--- src/rtl/fm_lfo_pkg.sv ---
package fm_lfo_pkg;
  localparam int AM_W = 7;
  localparam int PM_W = 5;

  // triangle from 7 count bits, stored doubled
  function automatic logic [AM_W-1:0] am_fold(input logic [6:0] c);
    logic [5:0] t;
    t = c[6] ? c[5:0] : ~c[5:0];
    return {t, 1'b0};
  endfunction

  function automatic logic [3:0] am_shift(input logic [1:0] s);
    case (s)
      2'd0:    return 4'd8;
      2'd1:    return 4'd3;
      2'd2:    return 4'd1;
      default: return 4'd0;
    endcase
  endfunction
endpackage

--- src/rtl/fm_lfo_accum.sv ---
module fm_lfo_accum #(
  parameter int CNT_W = 32
) (
  input  logic             clk_i,
  input  logic             rst_ni,
  input  logic             en_i,
  input  logic             tick_i,
  input  logic [CNT_W-1:0] inc_i,
  output logic [CNT_W-1:0] cnt_o,
  output logic [CNT_W-1:0] cnt_nxt_o,
  output logic             step_o
);
  logic [CNT_W-1:0] cnt_q;

  assign step_o    = en_i & tick_i;
  assign cnt_nxt_o = cnt_q + inc_i;
  assign cnt_o     = cnt_q;

  always_ff @(posedge clk_i or negedge rst_ni) begin
    if (!rst_ni)     cnt_q <= '0;
    else if (!en_i)  cnt_q <= '0;
    else if (step_o) cnt_q <= cnt_nxt_o;
  end
endmodule

--- src/rtl/fm_lfo_shape.sv ---
module fm_lfo_shape
  import fm_lfo_pkg::*;
#(
  parameter int CNT_W  = 32,
  parameter int FRAC_W = 24
) (
  input  logic             clk_i,
  input  logic             rst_ni,
  input  logic             en_i,
  input  logic             step_i,
  input  logic [CNT_W-1:0] cnt_i,
  input  logic [CNT_W-1:0] cnt_nxt_i,
  output logic [AM_W-1:0]  am_o,
  output logic [PM_W-1:0]  pm_o
);
  localparam int INT_W = CNT_W - FRAC_W;

  logic [INT_W-1:0] int_cur, int_nxt;
  logic             int_chg, qtr_chg;
  logic [AM_W-1:0]  am_q;
  logic [PM_W-1:0]  pm_q;

  assign int_cur = cnt_i[CNT_W-1:FRAC_W];
  assign int_nxt = cnt_nxt_i[CNT_W-1:FRAC_W];
  assign int_chg = step_i && (int_nxt != int_cur);
  assign qtr_chg = step_i && (int_nxt[INT_W-1:2] != int_cur[INT_W-1:2]);

  always_ff @(posedge clk_i or negedge rst_ni) begin
    if (!rst_ni) begin
      am_q <= '0;
      pm_q <= '0;
    end else if (!en_i) begin
      am_q <= '0;
      pm_q <= '0;
    end else begin
      if (int_chg) am_q <= am_fold(int_nxt[6:0]);
      if (qtr_chg) pm_q <= int_nxt[6:2];
    end
  end

  assign am_o = am_q;
  assign pm_o = pm_q;
endmodule

--- src/rtl/fm_lfo_am_apply.sv ---
module fm_lfo_am_apply
  import fm_lfo_pkg::*;
#(
  parameter int ENV_W = 10
) (
  input  logic             en_i,
  input  logic             mask_i,
  input  logic [1:0]       sens_i,
  input  logic [AM_W-1:0]  am_i,
  input  logic [ENV_W-1:0] env_i,
  output logic [ENV_W:0]   env_o
);
  logic [AM_W-1:0] am_sc;

  always_comb begin
    am_sc = (en_i && mask_i) ? (am_i >> am_shift(sens_i)) : '0;
    env_o = {1'b0, env_i} + {{(ENV_W+1-AM_W){1'b0}}, am_sc};
  end
endmodule

--- src/rtl/fm_lfo_step.sv ---
module fm_lfo_step
  import fm_lfo_pkg::*;
#(
  parameter int NUM_OP = 4,
  parameter int ENV_W  = 10,
  parameter int CNT_W  = 32,
  parameter int FRAC_W = 24
) (
  input  logic                      clk_i,
  input  logic                      rst_ni,
  input  logic                      lfo_en_i,
  input  logic                      tick_i,
  input  logic [CNT_W-1:0]          inc_i,
  input  logic [1:0]                am_sens_i,
  input  logic [NUM_OP-1:0]         am_mask_i,
  input  logic [NUM_OP*ENV_W-1:0]   env_i,
  output logic [AM_W-1:0]           am_o,
  output logic [PM_W-1:0]           pm_o,
  output logic [NUM_OP*(ENV_W+1)-1:0] env_o
);
  localparam int OUT_W = ENV_W + 1;

  logic [CNT_W-1:0] cnt, cnt_nxt;
  logic             step;

  fm_lfo_accum #(.CNT_W(CNT_W)) u_accum (
    .clk_i, .rst_ni, .en_i(lfo_en_i), .tick_i, .inc_i,
    .cnt_o(cnt), .cnt_nxt_o(cnt_nxt), .step_o(step)
  );

  fm_lfo_shape #(.CNT_W(CNT_W), .FRAC_W(FRAC_W)) u_shape (
    .clk_i, .rst_ni, .en_i(lfo_en_i), .step_i(step),
    .cnt_i(cnt), .cnt_nxt_i(cnt_nxt), .am_o, .pm_o
  );

  for (genvar k = 0; k < NUM_OP; k++) begin : g_op
    fm_lfo_am_apply #(.ENV_W(ENV_W)) u_apply (
      .en_i(lfo_en_i), .mask_i(am_mask_i[k]), .sens_i(am_sens_i), .am_i(am_o),
      .env_i(env_i[k*ENV_W +: ENV_W]), .env_o(env_o[k*OUT_W +: OUT_W])
    );
  end
endmodule

--- config.mk ---
export PLATFORM = sky130hd
export DESIGN_NAME = fm_lfo_step
export DESIGN_NICKNAME = d
export VERILOG_FILES = /design/src/rtl/fm_lfo_pkg.sv /design/src/rtl/fm_lfo_accum.sv /design/src/rtl/fm_lfo_shape.sv /design/src/rtl/fm_lfo_am_apply.sv /design/src/rtl/fm_lfo_step.sv
export SDC_FILE = /design/constraint.sdc
export NUM_CORES = 1
export LEC_CHECK = 0
export BUFFER_PORTS_ARGS = -buffer_cell sky130_fd_sc_hd__buf_2
export CAP_MARGIN = 20
export CORE_MARGIN = 3
export CORE_UTILIZATION = 51
export CTS_BUF_LIST = sky130_fd_sc_hd__clkbuf_8
export DETAILED_ROUTE_END_ITERATION = 7
export HOLD_SLACK_MARGIN = 0.03
export PLACE_DENSITY = 0.8
export SYNTH_ARGS = -nofsm -noshare
export SYNTH_HDL_FRONTEND = slang
export SYNTH_SLANG_ARGS = --single-unit
export TNS_END_PERCENT = 50
--- constraint.sdc ---
create_clock -name clk_i -period 3.45 [get_ports clk_i]
set_clock_uncertainty 0.2 [all_clocks]
set_input_delay 0.345 -clock clk_i [delete_from_list [all_inputs] [get_ports clk_i]]
set_output_delay 0.345 -clock clk_i [all_outputs]
set_load 0.01 [all_outputs]
### Word level (Yosys, flattened, before mapping)

Cells that the tools add are included.

| cells by class | value |
|---|---|
| $add $sub $neg | 5 |
| shift-type cells | 1 |
| bitwise operators | 2 |
| equal/unequal tests | 7 |
| reductions and logical operators | 7 |
| muxes and demuxes | 12 |

Operators with widths:

| operator | number |
|---|---|
| two-way mux 32 bit | 2 |
| adder 10 x 7 -> 11 bit | 4 |
| two-way mux 7 bit | 6 |
| adder 32 bit | 1 |
| case mux 4 bit (3 select lines) | 1 |
| two-way mux 5 bit | 2 |
| inequality test 8 bit | 1 |
| >> shifter 7 x 4 -> 7 bit | 1 |
| logical AND 1 bit | 6 |
| two-way mux 6 bit | 1 |
| inequality test 2 x 1 -> 1 bit, second input constant | 3 |
| inequality test 6 bit | 1 |
| inverter 6 bit | 1 |
| == test 2 x 1 -> 1 bit, second input constant | 1 |
| == test 2 bit, second input constant | 1 |
| zero test 2 bit | 1 |
| bitwise AND 1 bit | 1 |

| word-level totals | value |
|---|---|
| output and inout port bits | 56 |
| register bits | 44 |

### Depth between registers and ports, before layout

| depth | value |
|---|---|
| word-level depth | 5 |
| mapped depth | 18 |
| gate-level depth less buffers | 17 |

### Modules after synthesis

From an unflattened synthesis, not the netlist that was laid out.

| second synthesis, totals | value |
|---|---|
| cell total of the unflattened synthesis | 715 |
| area, all modules | 6054.6 um2 |

Modules (own cells, without submodules):

| module | area each (um2) | cells an instance | times used | seq. area each (um2) |
|---|---|---|---|---|
| fm_lfo_accum | 3071.7 | 346 | 1 | 800.8 |
| fm_lfo_am_apply (g_op[0].u_apply ...) | 589.3 | 79 | 2 | 0.0 |
| fm_lfo_am_apply (g_op[2].u_apply ...) | 566.8 | 71 | 2 | 0.0 |
| fm_lfo_shape | 670.6 | 69 | 1 | 275.3 |

### Least setup slack after synthesis

OpenSTA, ideal clock, no wires.

| timing path | value |
|---|---|
| path type | input to output |
| start | input port am_sens_i[1] |
| end | output port env_o[20] |
| data required time | 2.905 ns |
| arrival | 3.179 ns |
| setup slack | -0.274 ns |
| cell stages on the path | 15 |
| cells stage by stage | inv_1 ha_1 clkbuf_1 mux4_2 nand2b_1 nor2_1 ha_1 a21o_1 a21oi_1 o21bai_1 a21oi_1 o21bai_1 a21oi_1 nor2_1 xor2_1 |

| on the way | value |
|---|---|
| word-level cells in the longest chain between the ends | 5 |
| elaborated cells between the ends (all ways) | 7 |

Ends and longest elaborated chain:

| what | RTL line | RTL |
|---|---|---|
| start: declaration | fm_lfo_step.sv:14 | `input logic [1:0] am_sens_i,` |
| == test 2 bit, or another cell as far along | fm_lfo_pkg.sv:13 | `case (s)` |
| case mux 4 bit (3 select lines) * | fm_lfo_pkg.sv:13 |  |
| >> shifter 7 x 4 -> 7 bit * | fm_lfo_am_apply.sv:16 | `am_sc = (en_i && mask_i) ? (am_i >> am_shift(sens_i)) : '0;` |
| two-way mux 7 bit * | fm_lfo_am_apply.sv:16 |  |
| adder 10 x 7 -> 11 bit * | fm_lfo_am_apply.sv:17 | `env_o = {1'b0, env_i} + {{(ENV_W+1-AM_W){1'b0}}, am_sc};` |
| end: declaration | fm_lfo_step.sv:19 | `output logic [NUM_OP*(ENV_W+1)-1:0] env_o` |

Every way passes the cells marked *; elsewhere a longest branch is shown, timed or not.

### Worst setup path in the final report

| timing path | value |
|---|---|
| start | register u_accum.cnt_q[3] (netlist: u_accum.cnt_o[3]) |
| end | register u_shape.am_q[2] (netlist: u_shape.am_o[2]) |

| on the way | value |
|---|---|
| word-level cells in the longest chain between the ends | 5 |
| elaborated cells between the ends (all ways) | 8 |

Ends and longest elaborated chain:

| what | RTL line | RTL |
|---|---|---|
| start: declaration | fm_lfo_accum.sv:13 | `logic [CNT_W-1:0] cnt_q;` |
| start signal: assignment | fm_lfo_accum.sv:22 | `else if (step_o) cnt_q <= cnt_nxt_o;` |
| adder 32 bit * | fm_lfo_accum.sv:16 | `assign cnt_nxt_o = cnt_q + inc_i;` |
| parallel branches: the longest is 4 deep, another holds inequality test 8 bit | -- |  |
| end signal: assignment | fm_lfo_shape.sv:36 | `if (int_chg) am_q <= am_fold(int_nxt[6:0]);` |
| end: declaration | fm_lfo_shape.sv:20 | `logic [AM_W-1:0] am_q;` |

Mark *: on every way between the ends. The select of a mux whose other input is x is not followed.
A chain may end at the register's enable or synchronous reset.

==> out/metrics.yaml <==
startpoint_type: "register"
ys_seq_area_frac: 0.195
syn-num-nets: 801
drv_slew: 0
slowest_stage: "o21ai_0"
io_pins: 138
utilization: 0.795
grt_pass1_vias: 5799
yosys_warnings: 0
cts-root-buf: "clkbuf_8"
power_density_nw_per_um2: 434
end_kind: "register"
p_leak_nw: 3.82
place_area_um2: 6680
cap_violations: 0
cts-htree-levels: 2
synth-edff-count: 0
hp-start: "lfo_en_i"
period_minus_slack_ps: 3950
min_path_cells: 3
crit_required_ps: 3420
grt_max_degree: 43
drive_above_1_share: 0.442
clock_sinks: 42
fin_ws_ps: -504
die_w_um: 109
synth-seq-cells: 42
drtIter0Drc: 707
reg2reg_setup_slack_ps: -500
antenna_found_initial: 0
r2r_cells: 12
critPathMaxFanout: 6
reg2reg_to: "u_shape.am_o[2]$_DFFE_PN0P_"
avgRoutedWirePerCell_um: 21.3
met2_usage: 0.474
start_util: 0.539
grt-ovfl-total: 0
design.core.area_um2: 10000
die_area_um2: 11800
crit_family: "compound AO/OA/AOI/OAI gates"
crit_arrival_ps: 3920
slowest_delay_ps: 460
worstPathCellList: "ha_1 -> a21o_1 -> a21oi_1 -> nand2_1 -> a32oi_2 -> buf_4 -> nand2_1 -> o21ai_0 -> xnor2_1 -> o41ai_4 -> buf_6 -> mux2i_1"
vias: 6411
cp_num_buf_inv: 2
setup_viol: 31
fin_tns_setup_ps: -6610
final_area_um2: 7950
clk_latency_ps: 310
failed_checks: "negative setup slack"
port_buffers: 136
max_freq_mhz: 253
drt-vias-per-instance: 6.30
status: "finished, violations left"
async_flop_share: 1.00
r2r_start: "u_accum.cnt_o[3]$_DFFE_PN0P_"
post-route-period-util: 1.15
dr.pass1.iters: 5
cts_made_buffers: 5
hpwl_mm: 12.6
synth-main-ff-cell: "dfrtp_1"
grt_pass1_wl_mm: 26.2
rows: 36
synthCells: 653
detail_route.wirelength_mm: 21.6
hold_path_end: "u_shape.am_o[3]$_DFFE_PN0P_"
fp.dieH_um: 109
final_nets: 1030
synth_cell_types: 67
grt.busiest_layer: "met2"
met1_usage: 0.332
rsz0062_at_grt: "yes"
slew_headroom: 0.307
track_usage: 0.274
clk_pin_slew_ps: 100
grtUsageMet3: 0.0432
drtAntennaViolNets: 0
syn_to_final_growth_pct: 47.6
cts_max_path_buffers: 2
finalPower_mw: 3.45
cp_common_cell: "nand2_1"
avgSynthCellArea_um2: 8.25
max_slew.worst_pin.slew_ps: 1040
hp-class: "input pin to register"
finalHoldViolations: 0
drc: 0
crit_type: "register to register"
place_congestion: 0.935
ir_drop_v: 0.000288
cts_tree: "yes"
syn_area_um2: 5390
final cells by class:
cell class,instances,area [um2]
Multi-Input combinational cell,560,4880
Fill cell,577,2050
Timing Repair Buffer,249,1610
Sequential cell,42,1050
Tap cell,133,166
Inverter,24,100
Clock buffer,5,68.8
Clock inverter,3,68.8
Antenna cell,1,2.50
through the flow:
step	std cells	setup slack [ps]	hold slack, ps
after floorplan	653	-18.8	-151
after global placement	964	-106	288
after detailed placement	964	-224	302
after CTS	1001	-157	173
after global routing	1016	-529	192
final	1017	-504	195
worst max path at each step:
stage          slack [ps]                          end  cells after the start                         start
4_1_cts              -160                    env_o[30]                     16   u_shape.am_o[3]$_DFFE_PN0P_
6_report             -500  u_shape.am_o[2]$_DFFE_PN0P_                     12  u_accum.cnt_o[3]$_DFFE_PN0P_
3_3_place_gp         -110  u_shape.am_o[6]$_DFFE_PN0P_                     13                      inc_i[0]
2_1_floorplan         -20                    env_o[20]                     15                  am_sens_i[1]
3_5_place_dp         -220                     env_o[8]                     17                  am_sens_i[0]
5_1_grt              -530  u_shape.am_o[2]$_DFFE_PN0P_                     12  u_accum.cnt_o[3]$_DFFE_PN0P_
sequential cells by signal (all words and copies together) (netlist names):
name / flops
u_accum.cnt_o: 31
u_shape.am_o: 6
u_shape.pm_o: 5
layer usage:
metal / vias to the layer above / wire length [um]
li1: 2781 / -
met1: 2989 / 7680
met2: 495 / 10300
met3: 146 / 1980
met4: 0 / 1610
met5: - / 0
worst register-to-register path, stage by stage (launching register included):
cell and delay (ps):
dfrtp_1 410, ha_1 340, a21o_1 200, a21oi_1 280, nand2_1 170, a32oi_2 250, buf_4 170, nand2_1 60
o21ai_0 460, xnor2_1 250, o41ai_4 390, buf_6 200, mux2i_1 460
Yosys cell counts (4+ instances only):
| library cell | n | area share |
|---|---|---|
| o211ai_1 | 4 | 0.0056 |
| nor2_1 | 58 | 0.040 |
| ha_1 | 61 | 0.14 |
| xor2_1 | 22 | 0.036 |
| xnor2_1 | 45 | 0.073 |
| o21bai_1 | 13 | 0.018 |
| nor3_1 | 6 | 0.0056 |
| fa_1 | 5 | 0.019 |
| and2_1 | 6 | 0.0070 |
| a211oi_1 | 6 | 0.0084 |
| nand2_1 | 65 | 0.045 |
| dfrtp_1 | 42 | 0.20 |
| clkbuf_1 | 17 | 0.012 |
| nand2b_1 | 5 | 0.0058 |
| o2111a_1 | 4 | 0.0084 |
| mux2i_1 | 40 | 0.074 |
| nand3_1 | 6 | 0.0056 |
| a21o_1 | 14 | 0.020 |
| o21ai_0 | 22 | 0.020 |
| inv_1 | 24 | 0.017 |
| nand4_1 | 11 | 0.013 |
| a31oi_1 | 4 | 0.0046 |
| a21oi_1 | 56 | 0.052 |
| nor2b_1 | 37 | 0.043 |
| o21a_1 | 7 | 0.0098 |
| or3_1 | 5 | 0.0058 |
| buf_2 | 7 | 0.0065 |
cells by family (layout without fill, tap and decap cells):
logic type | count (synthesis) | after routing | synth area share
muxes | 44 | 44 | 0.0868
buffers and inverters | 51 | 281 | 0.0378
AOI/OAI and AO/OA | 159 | 159 | 0.197
xor gates and xnor gates | 69 | 69 | 0.117
other | 1 | 2 | 0.000696
DFF | 42 | 42 | 0.195
adders and majority gates | 66 | 66 | 0.160
and+or+nand+nor | 221 | 221 | 0.205
placed cells by master, fill, tap and decap left out, types with 6 or more instances in the layout:
master / instances
buf_2: 134
nand4_1: 11
a21oi_2: 22
dfrtp_1: 40
o21ai_1: 6
inv_1: 20
nor2b_1: 33
nand2_1: 64
o21ai_0: 14
and2_1: 6
buf_6: 15
ha_1: 34
nor2_4: 9
nor2_1: 40
xnor2_2: 9
nand3_1: 6
xnor2_1: 36
a21o_1: 14
o21bai_1: 13
a21oi_1: 34
nor2_2: 11
o21a_1: 6
buf_4: 97
mux2i_1: 39
ha_4: 22
xor2_1: 21
where the power goes:
part / leakage (nW) / internal, mW / switching [mW]
clock network: 0.0683 / 0.290 / 0.206
logic: 3.20 / 1.04 / 1.21
registers: 0.555 / 0.590 / 0.114
repair_timing:
action	CTS	global route
pin swaps	44	83
gates resized for setup	45	117
hold buffers	1	0
setup buffers	28	20
endpoints found under the setup margin	27	38
hold endpoints to repair	6	0
(Power assumes the default switching activity.)
